File: src/rtl/blkCopyDmaPkg.sv
package blkCopyDmaPkg;
  // strobes from the sequencer to the register datapath
  typedef struct packed {
    logic rdPhase;    // read cycle of a byte pair
    logic wrPhase;    // write cycle of a byte pair, pointers step on its edge
    logic regWrOk;    // port writes may land (engine idle)
    logic clearCtrl;  // transfer finished: control byte returns to zero
    logic busy;       // transfer in progress
  } dmaStrobes_t;
endpackage

File: src/rtl/blkCopyDmaCtrl.sv
module blkCopyDmaCtrl
  import blkCopyDmaPkg::*;
(
  input  logic        clk,
  input  logic        rstN,
  input  logic        ctrlWr,
  input  logic        startBit,
  input  logic        lenZero,
  input  logic        lenOne,
  output dmaStrobes_t strb
);
  typedef enum logic [1:0] {ST_IDLE, ST_RD, ST_WR} seqState_t;
  seqState_t stateQ, stateD;
  logic startGo;

  assign startGo = ctrlWr && startBit && (stateQ == ST_IDLE);

  always_comb begin
    stateD = stateQ;
    case (stateQ)
      ST_IDLE: if (startGo && !lenZero) stateD = ST_RD;
      ST_RD:   stateD = ST_WR;
      ST_WR:   stateD = lenOne ? ST_IDLE : ST_RD;
      default: stateD = ST_IDLE;
    endcase
  end

  always_ff @(posedge clk) begin
    if (!rstN) stateQ <= ST_IDLE;
    else       stateQ <= stateD;
  end

  always_comb begin
    strb.rdPhase   = (stateQ == ST_RD);
    strb.wrPhase   = (stateQ == ST_WR);
    strb.busy      = (stateQ != ST_IDLE);
    strb.regWrOk   = (stateQ == ST_IDLE);
    strb.clearCtrl = ((stateQ == ST_WR) && lenOne) || (startGo && lenZero);
  end
endmodule

File: src/rtl/blkCopyDmaRegs.sv
module blkCopyDmaRegs
  import blkCopyDmaPkg::*;
#(
  parameter int          DATA_W    = 8,
  parameter int          SRC_HI_W  = 4,
  parameter logic [7:0]  PORT_BASE = 8'h40
) (
  input  logic                              clk,
  input  logic                              rstN,
  input  dmaStrobes_t                       strb,
  input  logic                              ioWrEn,
  input  logic [7:0]                        ioAddr,
  input  logic [DATA_W-1:0]                 ioWrData,
  output logic [DATA_W-1:0]                 ioRdData,
  output logic                              ctrlWr,
  output logic                              startBit,
  output logic                              lenZero,
  output logic                              lenOne,
  output logic                              dirQ,
  output logic                              memRdEn,
  output logic [2*DATA_W+SRC_HI_W-1:0]      memRdAddr,
  input  logic [DATA_W-1:0]                 memRdData,
  output logic                              memWrEn,
  output logic [3*DATA_W-1:0]               memWrAddr,
  output logic [DATA_W-1:0]                 memWrData
);
  localparam int LO_W = 2 * DATA_W;
  localparam int NUM_PORTS = 9;
  localparam logic [7:0] P_SRC0 = PORT_BASE;
  localparam logic [7:0] P_SRC1 = PORT_BASE + 8'd1;
  localparam logic [7:0] P_SRC2 = PORT_BASE + 8'd2;
  localparam logic [7:0] P_DST2 = PORT_BASE + 8'd3;
  localparam logic [7:0] P_DST0 = PORT_BASE + 8'd4;
  localparam logic [7:0] P_DST1 = PORT_BASE + 8'd5;
  localparam logic [7:0] P_LEN0 = PORT_BASE + 8'd6;
  localparam logic [7:0] P_LEN1 = PORT_BASE + 8'd7;
  localparam logic [7:0] P_CTRL = PORT_BASE + 8'd8;

  logic [LO_W-1:0]     srcLo, dstLo, lenQ, stepVal;
  logic [SRC_HI_W-1:0] srcHi;
  logic [DATA_W-1:0]   dstHi;
  logic [NUM_PORTS-1:0] portHit;
  logic [DATA_W-1:0]   portVal [NUM_PORTS];

  assign ctrlWr   = ioWrEn && (ioAddr == P_CTRL);
  assign startBit = ioWrData[DATA_W-1];
  assign lenZero  = (lenQ == '0);
  assign lenOne   = (lenQ == LO_W'(1));
  assign stepVal  = dirQ ? '1 : LO_W'(1);

  always_ff @(posedge clk) begin
    if (!rstN) begin
      srcLo <= '0; srcHi <= '0; dstLo <= '0; dstHi <= '0;
      lenQ  <= '0; dirQ  <= 1'b0;
    end else begin
      if (ioWrEn && strb.regWrOk) begin
        case (ioAddr)
          P_SRC0: srcLo[DATA_W-1:0]    <= ioWrData;
          P_SRC1: srcLo[LO_W-1:DATA_W] <= ioWrData;
          P_SRC2: srcHi                <= ioWrData[SRC_HI_W-1:0];
          P_DST2: dstHi                <= ioWrData;
          P_DST0: dstLo[DATA_W-1:0]    <= ioWrData;
          P_DST1: dstLo[LO_W-1:DATA_W] <= ioWrData;
          P_LEN0: lenQ[DATA_W-1:0]     <= ioWrData;
          P_LEN1: lenQ[LO_W-1:DATA_W]  <= ioWrData;
          P_CTRL: dirQ <= strb.clearCtrl ? 1'b0 : ioWrData[0];
          default: ;
        endcase
      end
      if (strb.wrPhase) begin
        srcLo <= srcLo + stepVal;
        dstLo <= dstLo + stepVal;
        lenQ  <= lenQ - LO_W'(1);
        if (strb.clearCtrl) dirQ <= 1'b0;
      end
    end
  end

  // readback table, one entry per port offset
  always_comb begin
    portVal[0] = srcLo[DATA_W-1:0];
    portVal[1] = srcLo[LO_W-1:DATA_W];
    portVal[2] = {{(DATA_W-SRC_HI_W){1'b0}}, srcHi};
    portVal[3] = dstHi;
    portVal[4] = dstLo[DATA_W-1:0];
    portVal[5] = dstLo[LO_W-1:DATA_W];
    portVal[6] = lenQ[DATA_W-1:0];
    portVal[7] = lenQ[LO_W-1:DATA_W];
    portVal[8] = {strb.busy, {(DATA_W-2){1'b0}}, dirQ};
  end

  for (genvar gi = 0; gi < NUM_PORTS; gi++) begin : g_hit
    assign portHit[gi] = (ioAddr == PORT_BASE + 8'(gi));
  end

  always_comb begin
    ioRdData = '0;
    for (int k = 0; k < NUM_PORTS; k++)
      if (portHit[k]) ioRdData = portVal[k];
  end

  assign memRdEn   = strb.rdPhase;
  assign memRdAddr = {srcHi, srcLo};
  assign memWrEn   = strb.wrPhase;
  assign memWrAddr = {dstHi, dstLo};
  assign memWrData = memRdData;
endmodule

File: src/rtl/blkCopyDma.sv
module blkCopyDma
  import blkCopyDmaPkg::*;
(
  input  logic        clk,
  input  logic        rstN,
  input  logic        ioWrEn,
  input  logic [7:0]  ioAddr,
  input  logic [7:0]  ioWrData,
  output logic [7:0]  ioRdData,
  output logic        memRdEn,
  output logic [19:0] memRdAddr,
  input  logic [7:0]  memRdData,
  output logic        memWrEn,
  output logic [23:0] memWrAddr,
  output logic [7:0]  memWrData
);
  dmaStrobes_t strb;
  logic ctrlWr, startBit, lenZero, lenOne, dirQ, busy;

  assign busy = strb.busy;

  blkCopyDmaCtrl i_ctrl (
    .clk(clk), .rstN(rstN), .ctrlWr(ctrlWr), .startBit(startBit),
    .lenZero(lenZero), .lenOne(lenOne), .strb(strb)
  );

  blkCopyDmaRegs #(.DATA_W(8), .SRC_HI_W(4), .PORT_BASE(8'h40)) i_regs (
    .clk(clk), .rstN(rstN), .strb(strb),
    .ioWrEn(ioWrEn), .ioAddr(ioAddr), .ioWrData(ioWrData), .ioRdData(ioRdData),
    .ctrlWr(ctrlWr), .startBit(startBit), .lenZero(lenZero), .lenOne(lenOne),
    .dirQ(dirQ),
    .memRdEn(memRdEn), .memRdAddr(memRdAddr), .memRdData(memRdData),
    .memWrEn(memWrEn), .memWrAddr(memWrAddr), .memWrData(memWrData)
  );
endmodule

File: config.mk
export PLATFORM = sky130hd
export DESIGN_NAME = blkCopyDma
export DESIGN_NICKNAME = d
export VERILOG_FILES = /design/src/rtl/blkCopyDmaPkg.sv /design/src/rtl/blkCopyDmaCtrl.sv /design/src/rtl/blkCopyDmaRegs.sv /design/src/rtl/blkCopyDma.sv
export SDC_FILE = /design/constraint.sdc
export NUM_CORES = 1
export LEC_CHECK = 0
export BUFFER_PORTS_ARGS = -buffer_cell sky130_fd_sc_hd__buf_2
export CORE_MARGIN = 3
export CORE_UTILIZATION = 50
export DETAILED_ROUTE_END_ITERATION = 10
export GPL_TIMING_DRIVEN = 1
export PLACE_DENSITY = 0.73
export SYNTH_ARGS = -nofsm -noshare
export SYNTH_HDL_FRONTEND = slang
export SYNTH_HIERARCHICAL = 1
export SYNTH_SLANG_ARGS = --single-unit
export TNS_END_PERCENT = 5
File: constraint.sdc
create_clock -name clk -period 6.11 [get_ports clk]
set_input_delay 0.611 -clock clk [delete_from_list [all_inputs] [get_ports clk]]
set_output_delay 0.611 -clock clk [all_outputs]
set_load 0.01 [all_outputs]
==> metrics.md, run 1 <==
| Metric | Value |
|---|---|
| CP Capture Type | output port |
| Crit start category | primary input |
| Cell internal power dissipation | 0.647 mW |
| Largest cells by area after synthesis | sky130_fd_sc_hd__dfxtp_1, sky130_fd_sc_hd__ha_1, sky130_fd_sc_hd__a21oi_1, sky130_fd_sc_hd__nor2_1, sky130_fd_sc_hd__mux2i_1 |
| DR DRC count | 0 |
| Maximum vdd ir drop | 0.0804 mV |
| Switching component of the power | 0.205 mW |
| Number of antenna violations at the first check in global routing | 0 |
| Via/cell ratio | 6.17 |
| FF+latch count, synth | 63 |
| TritonCTS Buffers | 9 |
| Share of total power in sequential cells | 0.483 |
| GP Congestion | 0.903 |
| Setup WS post-layout | 2.91 ns |
| Proportion of layout cells with a drive suffix above 1 | 0.182 |
| Post-synth net total | 698 |
| Remaining Overflow, GRT | 0 |
| Worst rel slew slack | 0.399 |
| Area leader, netlist | sky130_fd_sc_hd__dfxtp_1 |
| Worst hold margin | 0.490 ns |
| Number of port buffers | 72 |
| Maximum level of the CTS H-tree | 3 |
| Post-synthesis to final-layout area growth | 11.0% |
| Sum Neg Setup Slack | 0 ns |
| Number of synthesized flops with an enable pin | 0 |
| Net count reported at finish | 742 |
| Number of search-and-repair iterations in the first detailed-routing pass | 8 |
| Setup repair after global routing missed its margin | no |
| Global-route usage over all layers | 0.274 |
| Final design utilization | 0.573 |
| Library cell used as clock root buffer | sky130_fd_sc_hd__clkbuf_8 |
| TritonCTS clock tree | yes |
| Min Clock Period, post-route | 3.20 ns |
| Synth async-reset ratio | 0 |
| Status | finished clean |
| Vias in the first global route | 4726 |
| Die Height | 106 um |
| Register area share after synthesis | 0.250 |
| Hold buffer count at cts | 0 |
| Switching Share | 0.241 |
| Average footprint of a synthesized cell | 7.91 sq um |
| Standard-cell row count | 36 |
| Relative contribution of the clock network to total power | 0.451 |
| DRT Wirelength | 15600 um |
| Unique cell type count in the Yosys netlist | 72 |
| Type of the worst setup path | primary input to output port |
| Achievable clock frequency | 312 MHz |
| Most frequent cell after synthesis | sky130_fd_sc_hd__nor2_1 |
| Boundary pin count | 89 |
| Vias | 5059 |
| Setup Fix Bufs, Post-CTS | 0 |
| Number of warning messages in the yosys log | 6 |
| Bufs on Longest Clock Path | 2 |
| Sink count of the clock tree | 63 |
| Leakage dissipation | 2.55 nW |
| Most frequent cells after synthesis | sky130_fd_sc_hd__nor2_1, sky130_fd_sc_hd__dfxtp_1, sky130_fd_sc_hd__a21oi_1, sky130_fd_sc_hd__nand2_1, sky130_fd_sc_hd__o21ai_0 |
| Final Skew | 0.0101 ns |
| Cell area power density | 152 nW/um^2 |
| Core region area | 9770 sq um |
| Effective utilization at floorplan | 0.516 |
| Critical-path maximum fanout | 27 |
| Maximum number of pins on one net before global-route repair | 57 |
| Later-pin clock latency in the skew report | 0.35 ns |
| WP data required | 5.50 ns |
| X dimension of the die | 106 um |
| Count of final max-slew check failures | 0 |
| Number of nets with antenna violations after detailed routing | 0 |
| Fillcell total | 911 |
| N_diodes | 0 |
| Flip-flop cell with the highest count after synthesis | sky130_fd_sc_hd__dfxtp_1 |
| Number of cells produced by synthesis | 638 |
| Mapped Area | 5040 sq um |
| First-pass GRT wire length | 24600 um |
| Fraction of post-synthesis cell area in the top cell type by area | 0.250 |
| Final worst-path cycle share | 0.524 |
| Post-DP HPWL | 11200 um |
| Iteration-0 DRC count of the detailed router | 531 |
| Setup Slack @ Placement | 2.93 ns |
| Die area | 11300 sq um |
| Pin slew with the least headroom to its limit | 0.896 ns |
| CP arrival | 2.59 ns |
| Average routed wire per standard cell | 19.0 um |
| CTS clock-pin slew for the worst setup and hold paths | 0.07 ns |
| Final setup violation count | 0 |
| Max Cap Violations | 0 |
| Worst min path class | flip-flop to flip-flop |
| PostCTS Resize Cnt | 0 |
| Logic gate share of total power | 0.066 |
| Final hold violation count | 0 |
-- cell families after synthesis --
logic type,share of synthesized area
flops,0.250
compound gates,0.239
xor+xnor,0.0399
fa+ha+maj,0.0848
buf+inv,0.0590
simple gates,0.226
mux,0.101
-- layout by cell type (no fill, tap or decap), types with 4 or more instances in the layout --
master	instances
sky130_fd_sc_hd__inv_1	22
sky130_fd_sc_hd__mux2_2	19
sky130_fd_sc_hd__xnor2_1	14
sky130_fd_sc_hd__and3_1	6
sky130_fd_sc_hd__nand2_1	45
sky130_fd_sc_hd__nor4_1	7
sky130_fd_sc_hd__o21bai_1	4
sky130_fd_sc_hd__o21ai_0	38
sky130_fd_sc_hd__nand4_1	4
sky130_fd_sc_hd__nand4b_1	4
sky130_fd_sc_hd__xor2_1	9
sky130_fd_sc_hd__a222oi_1	5
sky130_fd_sc_hd__buf_2	72
sky130_fd_sc_hd__nor3_1	12
sky130_fd_sc_hd__ha_1	31
sky130_fd_sc_hd__nor2b_1	6
sky130_fd_sc_hd__a21oi_1	56
sky130_fd_sc_hd__clkbuf_8	12
sky130_fd_sc_hd__nand2b_1	13
sky130_fd_sc_hd__dfxtp_1	63
sky130_fd_sc_hd__mux2i_1	23
sky130_fd_sc_hd__and2_1	5
sky130_fd_sc_hd__a21o_1	12
sky130_fd_sc_hd__nor2_1	69
sky130_fd_sc_hd__o211ai_1	8
sky130_fd_sc_hd__a211oi_1	16
sky130_fd_sc_hd__nand3_1	27
sky130_fd_sc_hd__a31oi_1	6
sky130_fd_sc_hd__o22ai_1	9
-- through the flow --
stage	cells	instance area (sq um)	total power, mW
finish	820	5600	0.852
global route	820	5600	0.876
CTS	820	5600	0.856
detailed placement	804	5390	0.476
global placement	804	5390	0.475
floorplan	638	5040	0.459
-- layer usage --
metal | wire (um) | part of all wire | up-vias | global-route usage
met3 | 1420 | 0.091 | 30 | 0.0468
li1 | - | - | 2430 | -
met2 | 7190 | 0.46 | 239 | 0.440
met5 | 0 | 0 | - | 0
met1 | 6590 | 0.42 | 2360 | 0.371
met4 | 418 | 0.027 | 0 | 0.0959
-- final timing paths --
| check | start | to | slack (ns) | cells past startpoint |
|---|---|---|---|---|
| worst min-delay path | i_regs/dstHi[0] | i_regs/dstHi[0] | 0.49 | 2 |
| worst max-delay path | ioAddr[0] | ioRdData[6] | 2.91 | 7 |
| worst min register to register | i_regs/dstHi[0] | i_regs/dstHi[0] | 0.49 | 2 |
| worst max register to register | i_ctrl/stateQ[1] | i_regs/lenQ[12] | 3.02 | 8 |
-- power groups by stage --
stage | Clock [mW] | Sequential (mW) | Combinational, mW
after detailed placement | 0 | 0.421 | 0.0546
after floorplan | 0 | 0.421 | 0.0381
after global routing | 0.405 | 0.412 | 0.0592
after CTS | 0.389 | 0.412 | 0.0548
final | 0.384 | 0.412 | 0.0563
after global placement | 0 | 0.421 | 0.0537
-- flip-flops by register name (all words and copies together) (netlist names) --
signal / cells
i_regs/dirQ: 1
i_ctrl/stateQ: 2
i_regs/srcLo: 16
i_regs/dstHi: 8
i_regs/lenQ: 16
i_regs/dstLo: 16
i_regs/srcHi: 4
-- critical path, cell delays in order --
cell and delay (ns):
sky130_fd_sc_hd__buf_2 0.48, sky130_fd_sc_hd__and2_0 0.62, sky130_fd_sc_hd__a21oi_1 0.17, sky130_fd_sc_hd__o21ai_0 0.10
sky130_fd_sc_hd__o211ai_1 0.12, sky130_fd_sc_hd__nor3_1 0.29, sky130_fd_sc_hd__buf_2 0.18
-- final cells by class --
cell class	instances	area, sq um	share of cell area
sequential	63	1260	0.225
clock buffer	13	169	0.0302
timing repair buffer	75	383	0.0684
tap	133	166	0.0297
clock inverter	3	40.0	0.00715
inverter	23	86.3	0.0154
multi-input combinational	510	3490	0.624
Note: power is estimated with default switching activity, not from simulation.
==> run 2, diff against run 1 <==
--- a/config.mk
+++ b/config.mk
@@ -5,12 +5,13 @@
 export SDC_FILE = /design/constraint.sdc
 export NUM_CORES = 1
 export LEC_CHECK = 0
+export ABC_AREA = 1
 export BUFFER_PORTS_ARGS = -buffer_cell sky130_fd_sc_hd__buf_2
 export CORE_MARGIN = 3
 export CORE_UTILIZATION = 50
 export DETAILED_ROUTE_END_ITERATION = 10
 export GPL_TIMING_DRIVEN = 1
-export PLACE_DENSITY = 0.73
+export PLACE_DENSITY = 0.75
 export SYNTH_ARGS = -nofsm -noshare
 export SYNTH_HDL_FRONTEND = slang
 export SYNTH_HIERARCHICAL = 1
==> constraint.sdc (replaced) <==
create_clock -name clk -period 2.7 [get_ports clk]
set_input_delay 0.27 -clock clk [delete_from_list [all_inputs] [get_ports clk]]
set_output_delay 0.27 -clock clk [all_outputs]
set_load 0.01 [all_outputs]
==> run 2 against run 1 <==
- core utilization grew 0.63 points
- sequential power is 130% higher
- clock skew down 0.0014 ns
- non-clock buffer count increased by 4
- critical path depth grew 6
- worst hold slack worse by 0.28 ns
- clock power rose by 120%
- routed wire length increased by 11%
- area after synthesis rose by 8.4%
- global-route usage is 0.23 points higher
- setup slack worse by 2.5 ns
- critical path type unchanged
- highest routed layer unchanged
==> metrics.md, run 2 <==
| Metric | Value |
|---|---|
| Status | finished clean |
| Vias in the first global route | 5510 (+17%) |
| Pin slew with the least headroom to its limit | 0.841 ns (-0.0555 ns) |
| Most repeated library cell on the critical path | sky130_fd_sc_hd__nand2_1 |
| Sink count of the clock tree | 63 (unchanged) |
| Vias | 6162 (+22%) |
| X dimension of the die | 111 um (+3.9%) |
| Setup WS post-layout | 0.448 ns (-2.46 ns) |
| CP Cell Sequence | buf_2 > inv_1 > nand2_1 > nor2_2 > nand2_1 > inv_1 > nand2_1 > o211ai_1 > nand2_1 > nand2_1 > nand2_1 > a21oi_1 > buf_2 |
| Standard-cell row count | 37 (+2.8%) |
| CP Capture Type | output port |
| Number of cells produced by synthesis | 899 (+41%) |
| Leakage dissipation | 3.02 nW (+19%) |
| Flip-flop cell with the highest count after synthesis | sky130_fd_sc_hd__dfxtp_1 |
| Mapped Area | 5470 sq um (+8.4%) |
| Most common cell after layout, fill and taps aside | sky130_fd_sc_hd__nand2_1 |
| Proportion of layout cells with a drive suffix above 1 | 0.134 (-0.0480) |
| Fraction of post-synthesis cell area in the top cell type by area | 0.231 (-0.0193) |
| Regs by FF count | i_regs/dstLo: 16 flops, i_regs/lenQ: 16 flops, i_regs/srcLo: 16 flops |
| Most frequent cells after synthesis | sky130_fd_sc_hd__nand2_1, sky130_fd_sc_hd__inv_1, sky130_fd_sc_hd__a21oi_1, sky130_fd_sc_hd__nor2_1, sky130_fd_sc_hd__nand3_1 |
| Achievable clock frequency | 444 MHz |
| Crit start category | primary input |
| Count of final max-slew check failures | 0 (unchanged) |
| Number of nets with antenna violations after detailed routing | 0 (unchanged) |
| Remaining Overflow, GRT | 0 (unchanged) |
| Critical-path maximum fanout | 9 (-67%) |
| Cell area power density | 314 nW/um^2 (+110%) |
| Setup Fix Bufs, Post-CTS | 0 (unchanged) |
| Library cell used as clock root buffer | sky130_fd_sc_hd__clkbuf_8 |
| Number of synthesized flops with an enable pin | 0 (unchanged) |
| Final worst-path cycle share | 0.834 |
| Number of search-and-repair iterations in the first detailed-routing pass | 7 (-1) |
| FF+latch count, synth | 63 (unchanged) |
| Worst rel slew slack | 0.438 (+0.0386) |
| Final hold violation count | 0 (unchanged) |
| TritonCTS Buffers | 9 (unchanged) |
| Sum Neg Setup Slack | 0 ns (unchanged) |
| PostCTS Resize Cnt | 0 (unchanged) |
| Post-DP HPWL | 13500 um (+20%) |
| Global-route usage over all layers | 0.276 (+0.00232) |
| CP arrival | 1.98 ns (-0.61 ns) |
| GP Congestion | 1.04 (+15%) |
| Effective utilization at floorplan | 0.523 (+0.00647) |
| Iteration-0 DRC count of the detailed router | 689 (+30%) |
| Later-pin clock latency in the skew report | 0.35 ns (about the same) |
| TritonCTS clock tree | yes |
| Worst min path class | primary input to flip-flop |
| CTS clock-pin slew for the worst setup and hold paths | 0.07 ns (about the same) |
| DRT Wirelength | 17300 um (+11%) |
| Area leader, netlist | sky130_fd_sc_hd__dfxtp_1 |
| Unique cell type count in the Yosys netlist | 43 (-40%) |
| Die Height | 111 um (+3.9%) |
| Average routed wire per standard cell | 15.8 um (-17%) |
| Maximum level of the CTS H-tree | 3 (unchanged) |
| Post-synthesis to final-layout area growth | 10.8% |
| Register area share after synthesis | 0.231 (-0.0193) |
| N_diodes | 0 (unchanged) |
| Final setup violation count | 0 (unchanged) |
| Max stage delay cell, worst path | sky130_fd_sc_hd__nor2_2 |
| Synth async-reset ratio | 0 (unchanged) |
| Top library cells by usage in the layout, fill and taps aside | sky130_fd_sc_hd__nand2_1, sky130_fd_sc_hd__inv_1, sky130_fd_sc_hd__a21oi_1, sky130_fd_sc_hd__nor2_1, sky130_fd_sc_hd__buf_2 |
| Min Clock Period, post-route | 2.25 ns |
| Type of the worst setup path | primary input to output port |
| Setup Slack @ Placement | 0.531 ns (-2.40 ns) |
| Number of warning messages in the yosys log | 6 (unchanged) |
| Net count reported at finish | 1018 (+37%) |
| Number of antenna violations at the first check in global routing | 0 (unchanged) |
| Fillcell total | 1109 (+22%) |
| Final Skew | 0.00875 ns (-0.00139 ns) |
| Hold buffer count at cts | 0 (unchanged) |
| Most frequent cell after synthesis | sky130_fd_sc_hd__nand2_1 |
| Bufs on Longest Clock Path | 2 (unchanged) |
| Setup repair after global routing missed its margin | no |
| Core region area | 10500 sq um (+7.0%) |
| Maximum number of pins on one net before global-route repair | 25 (-56%) |
| Via/cell ratio | 5.61 (-9.1%) |
| DR DRC count | 0 (unchanged) |
| Die area | 12200 sq um (+7.9%) |
| Number of port buffers | 72 (unchanged) |
| First-pass GRT wire length | 27900 um (+13%) |
| Maximum vdd ir drop | 0.157 mV (+95%) |
| Max stage delay on crit path | 0.35 ns (-0.27 ns) |
| WP data required | 2.43 ns (-3.07 ns) |
| Boundary pin count | 89 (unchanged) |
| Post-synth net total | 959 (+37%) |
| Max Cap Violations | 0 (unchanged) |
| Largest cells by area after synthesis | sky130_fd_sc_hd__dfxtp_1, sky130_fd_sc_hd__nand2_1, sky130_fd_sc_hd__inv_1, sky130_fd_sc_hd__a21oi_1, sky130_fd_sc_hd__ha_1 |
| Average footprint of a synthesized cell | 6.08 sq um (-23%) |
## run 2: cell types whose count changed after synthesis, sizes merged, moves of 9 or more
cell	delta
nand2	+173
inv	+108
a21oi	+44
nand3	+37
nor2	+24
mux2i	-23
o21ai	+22
mux2	-19
nand2b	-13
nand4	+13
clkbuf	-11
xnor2	-9
## run 2: area by class of cell
class                           count  area (sq um)  area share
Sequential cell                    63          1260       0.208
Inverter                          132           498      0.0822
Tap cell                          136           170      0.0281
Clock buffer                       10           138      0.0227
Timing Repair Buffer               79           413      0.0681
Multi-Input combinational cell    673          3520       0.581
Clock inverter                      6          60.1     0.00991
## run 2: final timing paths
kind	start	end	slack, ns	cells after the start
max	ioAddr[7]	ioRdData[1]	0.45	13
min	ioWrData[5]	i_regs/dstHi[5]	0.21	3
max reg2reg	i_ctrl/stateQ[1]	i_regs/dstLo[15]	0.55	8
min reg2reg	i_regs/dstHi[0]	i_regs/dstHi[0]	0.49	2
## run 2: critical path, delay by kind of cell
kind | cells | cell delay [ns]
simple gates | 7 | 0.90
buf+inv | 4 | 0.51
compound gates | 2 | 0.29
## run 2: per-stage QoR
step / area [sq um] / std cells / util / hold WS (ns) / total power [mW]
2_1_floorplan: 5470 / 899 / - / 0.408 / 1.04
3_3_place_gp: 5860 / 1083 / 0.560 / 0.469 / 1.07
3_5_place_dp: 5860 / 1083 / 0.560 / 0.469 / 1.07
4_1_cts: 6060 / 1099 / 0.579 / 0.198 / 1.91
5_1_grt: 6060 / 1099 / 0.579 / 0.229 / 1.97
6_report: 6060 / 1099 / 0.579 / 0.208 / 1.90
## run 2: report_power, final
part	switching (mW)	leakage [nW]	internal [mW]	total, mW
clock network	0.400	0.0981	0.446	0.847
logic	0.0963	2.42	0.0290	0.125
registers	0.00189	0.507	0.930	0.932
## run 2: layer usage
layer / vias up / track usage / part of all wire
met5: - / 0 / 0
met4: 0 / 0.112 / 0.038
met3: 53 / 0.0542 / 0.083
met2: 284 / 0.410 / 0.42
met1: 2757 / 0.390 / 0.46
li1: 3068 / - / -
## run 2: logic make-up after synthesis
logic type      share of synthesized area
simple gates                        0.353
xor+xnor                           0.0144
fa+ha+maj                          0.0783
compound gates                      0.198
buf+inv                             0.126
flops                               0.231
